$ cat src/rtl/nrb_pkg.sv
package nrb_pkg;

    typedef enum logic [2:0] {
        ST_IDLE,
        ST_SEL_HI,
        ST_ACC_HI,
        ST_SEL_LO,
        ST_ACC_LO,
        ST_RESTORE,
        ST_RESP
    } step_e;

    // mode-register field layout decoded by the clock device
    localparam int TIMER_BIT = 3;
    localparam int BANK_NORMAL = 1;
    localparam int BANK_UPPER  = 2;
    localparam int BANK_LOWER  = 3;

endpackage

$ cat src/rtl/nrb_fsm.sv
module nrb_fsm
    import nrb_pkg::*;
#(
    parameter int ADDR_W    = 4,
    parameter int NUM_BYTES = 13
) (
    input  logic              clk,
    input  logic              rst_n,
    input  logic              req_valid,
    input  logic [ADDR_W-1:0] req_addr,
    output step_e             step,
    output logic              accept,
    output logic              err
);
    localparam logic [ADDR_W-1:0] LAST_ADDR = ADDR_W'(NUM_BYTES - 1);

    typedef struct packed {
        step_e st;
        logic  err;
    } fsm_s;

    fsm_s cur_q, nxt_d;

    always_comb begin
        nxt_d  = cur_q;
        accept = (cur_q.st == ST_IDLE) && req_valid;
        unique case (cur_q.st)
            ST_IDLE: begin
                if (accept) begin
                    if (req_addr > LAST_ADDR) begin
                        nxt_d.st  = ST_RESP;
                        nxt_d.err = 1'b1;
                    end else begin
                        nxt_d.st  = ST_SEL_HI;
                        nxt_d.err = 1'b0;
                    end
                end
            end
            ST_SEL_HI:  nxt_d.st = ST_ACC_HI;
            ST_ACC_HI:  nxt_d.st = ST_SEL_LO;
            ST_SEL_LO:  nxt_d.st = ST_ACC_LO;
            ST_ACC_LO:  nxt_d.st = ST_RESTORE;
            ST_RESTORE: nxt_d.st = ST_RESP;
            ST_RESP: begin
                nxt_d.st  = ST_IDLE;
                nxt_d.err = 1'b0;
            end
            default:    nxt_d.st = ST_IDLE;
        endcase
    end

    always_ff @(posedge clk) begin
        if (!rst_n) begin
            cur_q.st  <= ST_IDLE;
            cur_q.err <= 1'b0;
        end else begin
            cur_q <= nxt_d;
        end
    end

    assign step = cur_q.st;
    assign err  = cur_q.err;

endmodule

$ cat src/rtl/nrb_datapath.sv
module nrb_datapath
    import nrb_pkg::*;
#(
    parameter int ADDR_W    = 4,
    parameter int NIB_W     = 4,
    parameter int MODE_ADDR = 13
) (
    input  logic                clk,
    input  logic                rst_n,
    input  step_e               step,
    input  logic                accept,
    input  logic                req_write,
    input  logic [ADDR_W-1:0]   req_addr,
    input  logic [2*NIB_W-1:0]  req_wdata,
    input  logic [NIB_W-1:0]    dn_rdata,
    output logic                dn_wr,
    output logic                dn_rd,
    output logic [ADDR_W-1:0]   dn_addr,
    output logic [NIB_W-1:0]    dn_wdata,
    output logic [2*NIB_W-1:0]  rdata
);
    localparam int BYTE_W = 2 * NIB_W;
    localparam logic [ADDR_W-1:0] MODE_REG = ADDR_W'(MODE_ADDR);
    localparam logic [NIB_W-1:0] W_UPPER   = NIB_W'((1 << TIMER_BIT) | BANK_UPPER);
    localparam logic [NIB_W-1:0] W_LOWER   = NIB_W'((1 << TIMER_BIT) | BANK_LOWER);
    localparam logic [NIB_W-1:0] W_NORMAL  = NIB_W'((1 << TIMER_BIT) | BANK_NORMAL);

    typedef struct packed {
        logic              is_wr;
        logic [ADDR_W-1:0] addr;
        logic [BYTE_W-1:0] wdata;
        logic [BYTE_W-1:0] rdata;
    } dp_s;

    dp_s cur_q, nxt_d;

    always_comb begin
        nxt_d = cur_q;
        if (accept) begin
            nxt_d.is_wr = req_write;
            nxt_d.addr  = req_addr;
            nxt_d.wdata = req_wdata;
            nxt_d.rdata = '0;
        end
        // read data arrives one clock after each read strobe
        if (step == ST_SEL_LO && !cur_q.is_wr)
            nxt_d.rdata[BYTE_W-1:NIB_W] = dn_rdata;
        if (step == ST_RESTORE && !cur_q.is_wr)
            nxt_d.rdata[NIB_W-1:0] = dn_rdata;
    end

    always_comb begin
        dn_wr    = 1'b0;
        dn_rd    = 1'b0;
        dn_addr  = '0;
        dn_wdata = '0;
        unique case (step)
            ST_SEL_HI: begin
                dn_wr    = 1'b1;
                dn_addr  = MODE_REG;
                dn_wdata = W_UPPER;
            end
            ST_ACC_HI: begin
                dn_wr    = cur_q.is_wr;
                dn_rd    = !cur_q.is_wr;
                dn_addr  = cur_q.addr;
                dn_wdata = cur_q.is_wr ? cur_q.wdata[BYTE_W-1:NIB_W] : '0;
            end
            ST_SEL_LO: begin
                dn_wr    = 1'b1;
                dn_addr  = MODE_REG;
                dn_wdata = W_LOWER;
            end
            ST_ACC_LO: begin
                dn_wr    = cur_q.is_wr;
                dn_rd    = !cur_q.is_wr;
                dn_addr  = cur_q.addr;
                dn_wdata = cur_q.is_wr ? cur_q.wdata[NIB_W-1:0] : '0;
            end
            ST_RESTORE: begin
                dn_wr    = 1'b1;
                dn_addr  = MODE_REG;
                dn_wdata = W_NORMAL;
            end
            default: ;
        endcase
    end

    always_ff @(posedge clk) begin
        if (!rst_n) begin
            cur_q <= '0;
        end else begin
            cur_q <= nxt_d;
        end
    end

    assign rdata = cur_q.rdata;

endmodule

$ cat src/rtl/nib_ram_bridge.sv
module nib_ram_bridge
    import nrb_pkg::*;
#(
    parameter int ADDR_W    = 4,
    parameter int NIB_W     = 4,
    parameter int NUM_BYTES = 13,
    parameter int MODE_ADDR = 13
) (
    input  logic                clk,
    input  logic                rst_n,
    input  logic                req_valid,
    output logic                req_ready,
    input  logic                req_write,
    input  logic [ADDR_W-1:0]   req_addr,
    input  logic [2*NIB_W-1:0]  req_wdata,
    output logic                rsp_valid,
    output logic                rsp_err,
    output logic [2*NIB_W-1:0]  rsp_rdata,
    output logic                busy,
    output logic                dn_wr,
    output logic                dn_rd,
    output logic [ADDR_W-1:0]   dn_addr,
    output logic [NIB_W-1:0]    dn_wdata,
    input  logic [NIB_W-1:0]    dn_rdata
);
    step_e step;
    logic  accept;
    logic  err;

    nrb_fsm #(
        .ADDR_W    (ADDR_W),
        .NUM_BYTES (NUM_BYTES)
    ) u_fsm (
        .clk       (clk),
        .rst_n     (rst_n),
        .req_valid (req_valid),
        .req_addr  (req_addr),
        .step      (step),
        .accept    (accept),
        .err       (err)
    );

    nrb_datapath #(
        .ADDR_W    (ADDR_W),
        .NIB_W     (NIB_W),
        .MODE_ADDR (MODE_ADDR)
    ) u_dp (
        .clk       (clk),
        .rst_n     (rst_n),
        .step      (step),
        .accept    (accept),
        .req_write (req_write),
        .req_addr  (req_addr),
        .req_wdata (req_wdata),
        .dn_rdata  (dn_rdata),
        .dn_wr     (dn_wr),
        .dn_rd     (dn_rd),
        .dn_addr   (dn_addr),
        .dn_wdata  (dn_wdata),
        .rdata     (rsp_rdata)
    );

    assign req_ready = (step == ST_IDLE);
    assign busy      = (step != ST_IDLE);
    assign rsp_valid = (step == ST_RESP);
    assign rsp_err   = rsp_valid && err;

endmodule

$ cat config.mk
export PLATFORM = sky130hd
export DESIGN_NAME = nib_ram_bridge
export DESIGN_NICKNAME = d
export VERILOG_FILES = /design/src/rtl/nrb_pkg.sv /design/src/rtl/nrb_fsm.sv /design/src/rtl/nrb_datapath.sv /design/src/rtl/nib_ram_bridge.sv
export SDC_FILE = /design/constraint.sdc
export NUM_CORES = 1
export LEC_CHECK = 0
export BUFFER_PORTS_ARGS = -buffer_cell sky130_fd_sc_hd__buf_2
export CORE_ASPECT_RATIO = 1.1
export CORE_UTILIZATION = 30
export CTS_CLUSTER_DIAMETER = 120
export DETAILED_ROUTE_END_ITERATION = 10
export SETUP_SLACK_MARGIN = 0.05
export SYNTH_ARGS = -nofsm -noshare
export SYNTH_HDL_FRONTEND = slang
export SYNTH_SLANG_ARGS = --single-unit
$ cat constraint.sdc
create_clock -name clk -period 1.8 [get_ports clk]
set_input_delay 0.09 -clock clk [delete_from_list [all_inputs] [get_ports clk]]
set_output_delay 0.09 -clock clk [all_outputs]
set_load 0.03 [all_outputs]
# After elaboration in Yosys (flattened, before gate mapping)
# Index checks and enable logic that the tools add are counted.
# totals
ff_bits	25
latch_bits	0
mem_bits_rw	0
mem_bits_ro	0
mem_count	0
# classes
addsub	0
multipliers	0
n_div	0
order_cmp	1
n_eq_ne	7
shift	0
muxes	13
n_bitwise	0
n_reduce_logical	13
# ops
cell	n
$mux W4	6
$pmux W4 S5	1
$pmux W3 S6	1
$eq A3 B3 Y1 const B	3
$mux W8	1
$pmux W4 S2	1
$eq A3 B2 Y1 const B	2
$reduce_bool A2 Y1	3
$gt A4 B4 Y1 const B	1
$logic_and A1 B1 Y1	4
$pmux W1 S2	2
$eq A3 B1 Y1 const B	1
$logic_not A3 Y1	1
$reduce_bool A3 Y1	1
$reduce_or A3 Y1	1
$ne A2 B1 Y1 const B	1
$reduce_and A2 Y1	1
$reduce_or A2 Y1	1
$logic_not A1 Y1	1
$mux W1	1

# Longest topological paths before layout
# logic_depth
word_depth	4
ltp_mapped	5
mapped_depth_nobuf	3

# By module
# From an unflattened synthesis, not the netlist that was laid out.
# hier_totals
hier_cells	140
area_unflattened_um2	1362.6
# modules_own_cells
module	n_inst	cells_each	area_per_inst_um2	seq_area_each_um2
nrb_datapath	1	114	1101.1	420.4
nrb_fsm	1	22	229.0	80.1
nib_ram_bridge	1	4	32.5	0.0

# Worst setup path before layout
# No wires, ideal clock.
# synth_timing
path_kind	register to output
from	register u_fsm.cur_q (netlist bit u_fsm.step[1])
to	output port dn_addr[1]
arrival_ps	1764
t_required_ps	1710
slack_ps	-54
stages_incl_launch_ff	5
n_path_buf	1
path_cell_list	dfxtp_1 clkbuf_1 nor2b_1 nor2_1 nor3b_1
# synth_via
elab_chain_len	3
# synth_lines
item	line_no	rtl
from (decl)	nrb_fsm.sv:22	fsm_s cur_q, nxt_d;
from (signal assigned)	nrb_fsm.sv:57	cur_q <= nxt_d;
$eq A3 B1 Y1, or another cell as far along	nrb_datapath.sv:57	unique case (step)
$reduce_or A3 Y1 (no line) / $reduce_or A2 Y1 (equally long branches)	n/a	
$pmux W4 S2 *	nrb_datapath.sv:57	
to (decl)	nib_ram_bridge.sv:22	output logic [ADDR_W-1:0] dn_addr,
# Mark *: on every way between the ends. The rest lies on a longest branch, timed or not.

# Worst setup path in the final report
# layout_timing
from	register u_fsm.cur_q (netlist bit u_fsm.step[2])
to	output port rsp_err
# layout_via
elab_chain_len	2
# layout_lines
item	line_no	rtl
$eq A3 B3 Y1	nib_ram_bridge.sv:65	assign rsp_valid = (step == ST_RESP);
$logic_and A1 B1 Y1	nib_ram_bridge.sv:66	assign rsp_err = rsp_valid && err;
to (decl)	nib_ram_bridge.sv:17	output logic rsp_err,
# No other way between the ends.

==> results_dict.tcl <==
set metrics [dict create \
    synth-main-ff-cell "dfxtp_1" \
    rows 23 \
    ys_warn_count 0 \
    tns_ns 0 \
    startpoint_type "flip-flop" \
    hold_violations 0 \
    fin_nets 205 \
    via_count 1106 \
    rr_startpoint "u_fsm.step[1]" \
    min_period_ns 1.644 \
    drt-total-wl_um 2834 \
    overflow 0 \
    io_pins 42 \
    crit_fanout 13 \
    endpoint_kind "output port" \
    syn2layout_area_growth_pct 21.39 \
    fin_worst_skew_ns 0.001590 \
    cts_buffers 3 \
    clock.fmax_mhz 608.4 \
    dp.cells 230 \
    fin_crit_sh_pct 91.32 \
    synth_top_area_share_pct 41.54 \
    synth_fp_nets 175 \
    path_class "reg -> out" \
    syn_inst 155 \
    rsz0062_at_grt "yes" \
    drt_iter0_markers 64 \
    dpl.hpwl_um 2055 \
    crit_required_ns 1.71 \
    antennaDiodeCount 0 \
    fin_util_pct 39.10 \
    fp.coreArea_sq_um 3741 \
    arrival_ns 1.55 \
    peakVddDrop_uv 491.3 \
    status "finished, final reports clean" \
    worst-slew-pin-transition_ns 0.4541 \
    endpoint "rsp_err" \
    reg2reg_depth 4 \
    ys_types 30 \
    root_buffer "clkbuf_8" \
    regArea_sq_um 503.0 \
    slew_violations 0 \
    initial_core_util_pct 32.21 \
    grt_pass1_wl_um 4836 \
    cpPeakStageDelay_ns 0.47 \
    synthTopCellsByCount "43 x nand2_1, 25 x dfxtp_1, 13 x a21boi_0" \
    grt_max_degree 30 \
    power_density_nw_per_um2 917.1 \
    maxCapViolations 0 \
    grt_pass1_vias 1061 \
    multiInputGateArea_sq_um 613.1 \
    synth.most_common_cell "nand2_1" \
    numPortBuffers 41 \
    final_cells 234 \
    ys_ff_latch 25 \
    die_h_um 68.47 \
    place_congestion 0.8007 \
    vias_per_cell 4.726 \
    cts_tree "built" \
    holdWs_ns 0.05423 \
    max_slew_margin_pct 69.73 \
    postCtsHoldBufs 0 \
    seq_area_frac_synth_pct 41.54 \
    path_cells "and2_0 > and3_1 > buf_2" \
    yosysTopAreaCell "dfxtp_1" \
    async_flop_share_pct 0 \
    synthesis.area_sq_um 1205 \
    drive_gt1_share_pct 30.43 \
    synth_edf_count 0 \
    r2r_end "u_dp.cur_q[19]" \
    postSynthAreaPerCell_sq_um 7.774 \
    track_usage_pct 14.73 \
    worst_skew_pair.late_latency_ns 0.27 \
    rrSetupSlack_ns 0.29 \
    p_leak_uw 0.0006188 \
    finalSetupViolCount 0 \
    crit_start "u_fsm.step[2]" \
    crit_path_top_delay_cell "dfxtp_2" \
    clkTransAtPathRegs_ns 0.08 \
    holdCritPathClass "in -> reg" \
    firstDrtPassIters 4 \
    cts.path.max_buffers 2 \
    dieArea_sq_um 4274 \
    die_w_um 62.43 \
    antenna_left 0 \
    cts.sinks 25 \
    htreeDepth 1 \
    wl_per_cell_um 12.11 \
    yosys-top-cells-area "dfxtp_1 42%, nand2_1 13%, a21boi_0 8.1%, o22ai_1 5.7%, buf_4 5.0%" \
    antenna_found_initial 0 \
    power_uw 1341 \
    fillers 413 \
    drc_errors 0 \
]
[area by class of cell]
class                   instances  area share, %
well taps                      50          4.277
multi-input cells             108          41.92
repair buffers                 44          15.57
clock buffers                   4          3.080
flip-flops and latches         25          34.39
inverters                       3         0.7699
[critical path, delay by kind of cell, from the launching register on]
family                 cells  cell delay, ns
DFF                        1            0.47
buffers and inverters      1            0.19
and+or+nand+nor            2            0.63
[worst min path at each step]
| stage | from | end | slack [ns] | cells after the start |
|---|---|---|---|---|
| 2_1_floorplan | req_write | u_dp.cur_q[20] | 0.22 | 2 |
| 3_3_place_gp | req_write | u_dp.cur_q[20] | 0.33 | 3 |
| 3_5_place_dp | req_write | u_dp.cur_q[20] | 0.34 | 3 |
| 4_1_cts | req_write | u_dp.cur_q[20] | 0.05 | 3 |
| 5_1_grt | req_write | u_dp.cur_q[20] | 0.06 | 3 |
| 6_report | req_write | u_dp.cur_q[20] | 0.05 | 3 |
[routing by layer]
metal / routed length [um] / track usage (%)
met3: 153 / 4.500
met1: 1282 / 17.07
met5: 0 / 0
met2: 1372 / 26.77
met4: 25 / 3.488
[kinds of logic after synthesis]
logic type | after synthesis | synth area share (%)
flip-flops | 25 | 41.54
buffers and inverters | 22 | 9.657
AND/OR/NAND/NOR | 68 | 26.69
AO/OA/AOI/OAI | 40 | 22.12
[flip-flops by register name (all words and copies together), names as in the netlist]
signal      cells
u_dp.cur_q     13
u_dp.rdata      8
u_fsm.step      3
u_fsm.err       1
[per-stage QoR]
stage | setup slack (ns) | instance area [sq um]
after floorplan | 0.1027 | 1220
after global placement | 0.2676 | 1405
after detailed placement | 0.2389 | 1405
after CTS | 0.09940 | 1455
after global routing | 0.04962 | 1463
final | 0.1563 | 1463
[power breakdown]
group | leakage (uW) | internal, uW | switching [uW]
sequential | 0.000205 | 593 | 38.0
clock | 0.0000228 | 158 | 170
combinational | 0.000391 | 129 | 253
[cell usage in the layout, fill, tap and decap left out, types with 2 or more instances in the layout]
cell type and instances:
clkbuf_8 3, nand4bb_1 2, nor3_2 2, dfxtp_2 2, buf_4 3, a21boi_0 13, nand2_1 43, a21oi_1 8
nor2_1 7, dfxtp_1 23, a22oi_1 3, o22ai_1 11, buf_2 41, inv_1 3
[repair_timing]
action / CTS / global route
resized for setup: 3 / 2
setup buffers: 0 / 0
endpoints found under the setup margin: 7 / 5
hold endpoints to repair: 0 / 0
Note: power is estimated with default switching activity, not from simulation.
